`src/rtl/pcint_pkg.sv`:
```
package pcint_pkg;
  localparam int NPINS    = 8;
  localparam int GRP_SIZE = 4;
  localparam int NGRP     = NPINS / GRP_SIZE;
  localparam int ADDR_W   = 2;
  localparam int SYNC_STG = 2;

  localparam logic [ADDR_W-1:0] ADDR_FLAGS  = 2'd0;
  localparam logic [ADDR_W-1:0] ADDR_ENABLE = 2'd1;

  typedef logic [NPINS-1:0] pin_vec_t;
  typedef logic [NGRP-1:0]  grp_vec_t;

  // Expand one enable bit per group to one mask bit per pin.
  function automatic pin_vec_t group_mask(grp_vec_t en);
    pin_vec_t m;
    for (int g = 0; g < NGRP; g++) begin
      for (int b = 0; b < GRP_SIZE; b++) begin
        m[g*GRP_SIZE+b] = en[g];
      end
    end
    return m;
  endfunction

  // Next flag state: clear first, then set, so a set event always survives.
  function automatic pin_vec_t flag_next(pin_vec_t cur, pin_vec_t set_v, pin_vec_t clr_v);
    return (cur & ~clr_v) | set_v;
  endfunction

  // Pins whose level differs between two samples.
  function automatic pin_vec_t level_change(pin_vec_t now_v, pin_vec_t old_v);
    return now_v ^ old_v;
  endfunction
endpackage

```
`src/rtl/pcint_sync.sv`:
```
module pcint_sync #(
  parameter int W      = 8,
  parameter int STAGES = 2
) (
  input  logic         clk,
  input  logic         rst_n,
  input  logic [W-1:0] async_i,
  output logic [W-1:0] sync_o
);
  logic [W-1:0] stg [STAGES];

  genvar s;
  generate
    for (s = 0; s < STAGES; s++) begin : g_stage
      if (s == 0) begin : g_first
        always_ff @(posedge clk or negedge rst_n) begin
          if (!rst_n) stg[0] <= '0;
          else        stg[0] <= async_i;
        end
      end else begin : g_next
        always_ff @(posedge clk or negedge rst_n) begin
          if (!rst_n) stg[s] <= '0;
          else        stg[s] <= stg[s-1];
        end
      end
    end
  endgenerate

  assign sync_o = stg[STAGES-1];
endmodule

```
`src/rtl/pcint_edge.sv`:
```
module pcint_edge
  import pcint_pkg::*;
(
  input  logic     clk,
  input  logic     rst_n,
  input  pin_vec_t sync_i,
  output pin_vec_t chg_o
);
  pin_vec_t prev_q;

  always_ff @(posedge clk or negedge rst_n) begin
    if (!rst_n) prev_q <= '0;
    else        prev_q <= sync_i;
  end

  assign chg_o = level_change(sync_i, prev_q);

  // A reported change must match the previous synchronized sample.
  AST_EDGE_TRUE: assert property (@(posedge clk) disable iff (!rst_n)
    1'b1 |=> ((chg_o & ~(sync_i ^ $past(sync_i))) == '0));
endmodule

```
`src/rtl/pcint_regs.sv`:
```
module pcint_regs
  import pcint_pkg::*;
(
  input  logic              clk,
  input  logic              rst_n,
  input  logic [ADDR_W-1:0] addr_i,
  input  logic              wr_i,
  input  pin_vec_t          wdata_i,
  input  pin_vec_t          flags_i,
  output grp_vec_t          en_o,
  output pin_vec_t          clr_o,
  output pin_vec_t          rdata_o
);
  grp_vec_t en_q;
  logic     wr_flags;
  logic     wr_en;

  assign wr_flags = wr_i && (addr_i == ADDR_FLAGS);
  assign wr_en    = wr_i && (addr_i == ADDR_ENABLE);

  always_ff @(posedge clk or negedge rst_n) begin
    if (!rst_n)     en_q <= '0;
    else if (wr_en) en_q <= wdata_i[NGRP-1:0];
  end

  assign en_o  = en_q;
  assign clr_o = wr_flags ? wdata_i : '0;

  always_comb begin
    case (addr_i)
      ADDR_FLAGS:  rdata_o = flags_i;
      ADDR_ENABLE: rdata_o = {{(NPINS-NGRP){1'b0}}, en_q};
      default:     rdata_o = '0;
    endcase
  end

  AST_EN_WRITE: assert property (@(posedge clk) disable iff (!rst_n)
    wr_en |=> (en_o == $past(wdata_i[NGRP-1:0])));
  AST_EN_HOLD: assert property (@(posedge clk) disable iff (!rst_n)
    !wr_en |=> $stable(en_o));
endmodule

```
`src/rtl/pcint_flags.sv`:
```
module pcint_flags
  import pcint_pkg::*;
(
  input  logic     clk,
  input  logic     rst_n,
  input  pin_vec_t set_i,
  input  pin_vec_t clr_i,
  output pin_vec_t flags_o,
  output logic     irq_o
);
  pin_vec_t flags_q;
  logic     irq_q;

  always_ff @(posedge clk or negedge rst_n) begin
    if (!rst_n) begin
      flags_q <= '0;
      irq_q   <= 1'b0;
    end else begin
      flags_q <= flag_next(flags_q, set_i, clr_i);
      irq_q   <= |flags_q;
    end
  end

  assign flags_o = flags_q;
  assign irq_o   = irq_q;

  AST_SET_WINS: assert property (@(posedge clk) disable iff (!rst_n)
    (set_i != '0) |=> ((flags_q & $past(set_i)) == $past(set_i)));
  AST_CLR_ONLY: assert property (@(posedge clk) disable iff (!rst_n)
    ((clr_i & ~set_i) != '0) |=> ((flags_q & $past(clr_i & ~set_i)) == '0));
  AST_NO_SPURIOUS_SET: assert property (@(posedge clk) disable iff (!rst_n)
    1'b1 |=> ((flags_q & ~$past(flags_q) & ~$past(set_i)) == '0));
  AST_NO_SPURIOUS_CLR: assert property (@(posedge clk) disable iff (!rst_n)
    1'b1 |=> ((~flags_q & $past(flags_q) & ~$past(clr_i)) == '0));
  AST_IRQ_LAG: assert property (@(posedge clk) disable iff (!rst_n)
    1'b1 |=> (irq_o == ($past(flags_q) != '0)));
endmodule

```
`src/rtl/pcint_top.sv`:
```
module pcint_top
  import pcint_pkg::*;
(
  input  logic              clk,
  input  logic              rst_n,
  input  logic [NPINS-1:0]  pin_i,
  input  logic [ADDR_W-1:0] addr_i,
  input  logic              wr_i,
  input  logic [NPINS-1:0]  wdata_i,
  output logic [NPINS-1:0]  rdata_o,
  output logic              irq_o
);
  pin_vec_t pin_sync;
  pin_vec_t pin_chg;
  pin_vec_t set_evt;
  pin_vec_t clr_req;
  pin_vec_t flags;
  grp_vec_t grp_en;

  pcint_sync #(.W(NPINS), .STAGES(SYNC_STG)) u_sync (
    .clk     (clk),
    .rst_n   (rst_n),
    .async_i (pin_i),
    .sync_o  (pin_sync)
  );

  pcint_edge u_edge (
    .clk    (clk),
    .rst_n  (rst_n),
    .sync_i (pin_sync),
    .chg_o  (pin_chg)
  );

  assign set_evt = pin_chg & group_mask(grp_en);

  pcint_regs u_regs (
    .clk     (clk),
    .rst_n   (rst_n),
    .addr_i  (addr_i),
    .wr_i    (wr_i),
    .wdata_i (wdata_i),
    .flags_i (flags),
    .en_o    (grp_en),
    .clr_o   (clr_req),
    .rdata_o (rdata_o)
  );

  pcint_flags u_flags (
    .clk     (clk),
    .rst_n   (rst_n),
    .set_i   (set_evt),
    .clr_i   (clr_req),
    .flags_o (flags),
    .irq_o   (irq_o)
  );

  AST_GROUP_GATE: assert property (@(posedge clk) disable iff (!rst_n)
    (grp_en == '0) |-> (set_evt == '0));
  AST_PENDING_KEPT: assert property (@(posedge clk) disable iff (!rst_n)
    (!wr_i || addr_i != ADDR_FLAGS) |=> ((flags & $past(flags)) == $past(flags)));
endmodule

```
`config.mk`:
```
export PLATFORM = sky130hd
export DESIGN_NAME = pcint_top
export DESIGN_NICKNAME = d
export VERILOG_FILES = /design/src/rtl/pcint_pkg.sv /design/src/rtl/pcint_sync.sv /design/src/rtl/pcint_edge.sv /design/src/rtl/pcint_regs.sv /design/src/rtl/pcint_flags.sv /design/src/rtl/pcint_top.sv
export SDC_FILE = /design/constraint.sdc
export NUM_CORES = 1
export LEC_CHECK = 0
export CAP_MARGIN = 20
export CORE_UTILIZATION = 40
export CTS_CLUSTER_DIAMETER = 150
export CTS_CLUSTER_SIZE = 10
export DETAILED_ROUTE_END_ITERATION = 10
export DONT_BUFFER_PORTS = 1
export PLACE_DENSITY = 0.61
export SLEW_MARGIN = 30
export SYNTH_ARGS = -nofsm -noshare
export SYNTH_HDL_FRONTEND = slang
export SYNTH_SLANG_ARGS = --single-unit
```
`constraint.sdc`:
```
create_clock -name clk -period 1.5 [get_ports clk]
set_clock_uncertainty 0.1 [all_clocks]
set_input_delay 0.15 -clock clk [delete_from_list [all_inputs] [get_ports clk]]
set_output_delay 0.15 -clock clk [all_outputs]
set_load 0.02 [all_outputs]
```
# ---- Word-level counts from Yosys, hierarchy flattened
# Cells that the tools add are included.
dict set report word_totals {
  regBits 35
  input_bits 21
  output_inout_bits 9
  wordCells 18
}
dict set report classes {
  n_eq_ne 1
  muxes 2
  bitwise 5
  reduce_logical 4
}
# cell n
set ops {}
lappend ops {{8-bit AND} 2}
lappend ops {{8-bit one-hot mux with 2 select lines} 1}
lappend ops {{8-bit 2-to-1 mux} 1}
lappend ops {{8-bit NOT} 1}
lappend ops {{8-bit OR} 1}
lappend ops {{8-bit OR reduction} 1}
lappend ops {{8-bit XOR} 1}
lappend ops {{2-bit by 1-bit equality test with 1-bit output, second input constant} 1}
lappend ops {{1-bit logical AND} 2}
lappend ops {{2-bit zero test} 1}

# ---- Longest topological paths before layout
dict set report depth {
  ltp_word 6
  ltp_mapped 3
  mapped_depth_nobuf 2
}

# ---- Hierarchy
# Synthesis repeated with hierarchy kept, for this count alone.
dict set report hier_totals {
  hier_cells 101
  area_unflattened_um2 1326.3
}
# mod n_inst cells_each area_each_um2 seq_area_each_um2
set modules_own_cells {}
lappend modules_own_cells {pcint_sync 1 24 460.4 400.4}
lappend modules_own_cells {pcint_flags 1 28 332.8 225.2}
lappend modules_own_cells {pcint_edge 1 16 270.3 200.2}
lappend modules_own_cells {pcint_regs 1 25 212.7 50.0}
lappend modules_own_cells {pcint_top 1 8 50.0 0.0}

# ---- Worst setup path before layout
# Ideal clock, no wire load.
dict set report synth_path {
  path_type {flip-flop to output port}
  startpoint {reg u_regs.en_q[0] (netlist: u_regs.en_o[0])}
  endpoint {out rdata_o[0]}
  arrival_time_ps 759
  t_required_ps 1250
  slack_ps 491
  stages_incl_launch_ff 3
  path_buffers 0
  cell_sequence {dfrtp_1 > mux2i_1 > nor2_1}
}
dict set report synth_between {
  elab_chain_len 1
}
# item line_no
set synth_lines {}
lappend synth_lines {{start, declared} pcint_regs.sv:14} ;# grp_vec_t en_q;
lappend synth_lines {{start signal, assigned} pcint_regs.sv:23} ;# else if (wr_en) en_q <= wdata_i[NGRP-1:0];
lappend synth_lines {{8-bit one-hot mux with 2 select lines} pcint_regs.sv:30} ;# case (addr_i)
lappend synth_lines {{end, declared} pcint_top.sv:10} ;# output logic [NPINS-1:0] rdata_o,
# No other way between the ends.

# ---- Worst setup path in the final report
dict set report layout_path {
  startpoint {reg u_regs.en_q[1] (netlist: u_regs.en_o[1])}
  endpoint {out rdata_o[1]}
}
# The elaborated chain is that of the path after synthesis.

==> out/results.txt <==
IO buf count: 0
Root Driver: clkbuf_4
Final min period: 1.40 ns
Worst hold slack: 0.0166 ns
Core Area: 0.00285 mm²
Clock transition at path regs: 0.11 ns
Drt wl/cell: 15.6 µm
Ys Warns: 0
Startpoint types: flop
Final hold viol count: 0
Syn_area_per_cell: 16.0 µm²
H-Tree Depth: 2
Vias per cell: 5.56
# setup viols final: 0
Initial antenna violation count: 0
Worst EP required: 1.25 ns
Initial Util: 43.9%
Leading cell type in the layout, fill and taps excluded: dfrtp_1
Dpl hpwl: 1330 µm
Die Y-Extent: 57.9 µm
Post-Route WL: 2130 µm
Slew headroom: 73.7%
Die area: 0.00336 mm²
Area of the multi-input gates: 370 µm²
Worst hold path class: input port to flop
Vias in the first global route: 854
Setup Buffers After CTS: 0
Global placer's final weighted congestion: 0.780
Crit share post-route: 93.6%
Mapped Nets: 99
GR Util All Layers: 15.9%
Slew @ Worst Pin: 0.393 ns
Final ANT Viol Nets: 0
Max layer used: met4
Diode count: 0
Clock Tree Buf Depth: 2
Worst Path Max Fanout: 6
Power per cell area: 1260 mW/mm²
Reg2Reg Depth: 2
CTS tree: yes
Hold path depth: 2
Vias: 756
Row count: 19
Sequential cell area: 877 µm²
WL met1: 866 µm
Critical path data arrival time: 1.15 ns
Fin. max-slew vios: 0
FF+latch count, synth: 35
Drt drc: 5
Seq/Total Area, Yosys: 70.0%
Cells after Synth: 78
Distinct cells, synth: 12
Clock latency on the worst-skew pair: 0.34 ns
Static Leak: 0.000673 µW
Area Overhead vs Synth: 27.3%
Largest net degree at the start of global routing: 36
Grt total ovfl: 0
Most frequent cells in the layout: 34 x dfrtp_1, 20 x dlygate4sd3_1, 8 x nand4bb_1, 8 x xor2_1, 8 x a22o_1
Filler cells: 252
Share of layout cells above drive strength 1: 14.3%
WL met3: 162 µm
TritonCTS Buffers: 5
IO Pins: 30
Outcome: complete, but fails checks
DRT iter0 DRCs: 33
Met2 wire length: 997 µm
Maximum clock rate: 0.712 GHz
Setup crit end kind: output pin
Peak VDD IR: 0.659 mV
Max Cap Viol: 0
DRT Pass-1 Iters: 8
Critical setup path kind: flop to output pin
Die width: 57.9 µm
Synth Cell Area: 0.00125 mm²
CTS Sinks: 35
Setup repair after global routing missed its margin: false
Fin nets: 125
Setup TNS: 0 ns
First-pass GRT wire length: 3760 µm
Violated checks: design-rule violations
[where the power goes]
| part | internal (µW) | total, µW | switching [µW] |
|---|---|---|---|
| Sequential | 1030 | 1090 | 65.6 |
| Combinational | 118 | 218 | 100 |
| Clock | 394 | 697 | 304 |
| Total | 1540 | 2010 | 469 |
[cells by family after synthesis]
logic type	Yosys count	share of synthesized area (%)
simple gates	21	14.0
flops	35	70.0
compound gates	8	5.60
mux	4	4.00
buf+inv	2	0.800
xor+xnor	8	5.60
[through the flow]
stage               instances  power [µW]  utilization (%)  cell area [µm²]  setup slack (ns)
finish                    136        2010             55.8             1590            0.0956
global route              136        2110             55.8             1590            0.0251
CTS                       136        2030             55.8             1590            0.0671
detailed placement        107        1250             44.9             1280             0.380
global placement          107        1240             44.9             1280             0.417
floorplan                  78        1220                -             1250             0.491
[cells in the mapped netlist (all sizes together)]
| library cell | number | share of area [%] |
|---|---|---|
| a22o | 8 | 5.6 |
| nand4bb | 8 | 7.2 |
| dfrtp | 35 | 70 |
| mux2 | 2 | 2.4 |
| and2 | 6 | 3.0 |
| xor2 | 8 | 5.6 |
| buf | 2 | 0.80 |
| nand2 | 1 | 0.30 |
| mux2i | 2 | 1.6 |
| nor4 | 2 | 1.0 |
| nor2 | 3 | 0.90 |
| nand3b | 1 | 1.6 |
[flip-flops by register name (all words and copies together), names as in the netlist]
name / count
u_regs.en_o: 2
u_flags.flags_o: 8
u_flags.irq_o: 1
u_sync.stg: 8
u_edge.prev_q: 8
u_sync.sync_o: 8
[routing by layer]
metal  track usage [%]  up-vias
met5                 0        -
met1              17.7      376
met4              13.3        0
met3              5.36       11
li1                  -      331
met2              24.8       38
[area by class of cell]
class	count	share of cell area, %
tap	31	2.44
clock buffer	6	3.22
timing repair buffer	21	13.8
clock inverter	2	2.20
multi-input combinational	41	23.3
sequential	35	55.1
[critical path, cell delays in order, from the launching register on]
cell and delay [ns]:
dfrtp_1 0.47, mux2i_1 0.13, nor2_2 0.22
[path summary, 6_finish.rpt]
check / slack [ns] / to / from
worst min-delay path: 0.02 / u_flags.flags_o[6] / addr_i[0]
min in group asynchronous: 0.15 / u_flags.irq_o / rst_n
worst max register to register: 0.50 / u_flags.irq_o / u_flags.flags_o[1]
worst max-delay path: 0.1 / rdata_o[1] / u_regs.en_o[1]
max in group asynchronous: 0.96 / u_edge.prev_q[2] / rst_n
worst min register to register: 0.25 / u_sync.sync_o[5] / u_sync.stg[13]
[what timing repair did]
item | 4_1_cts | 5_1_grt
hold buffers | 21 | 0
pin swaps | 0 | 0
cloned | 0 | 0
hold endpoints to repair | 53 | 0
gates resized for setup | 2 | 1
setup endpoints to repair | 2 | 1
Note: power is estimated with default switching activity, not from simulation.
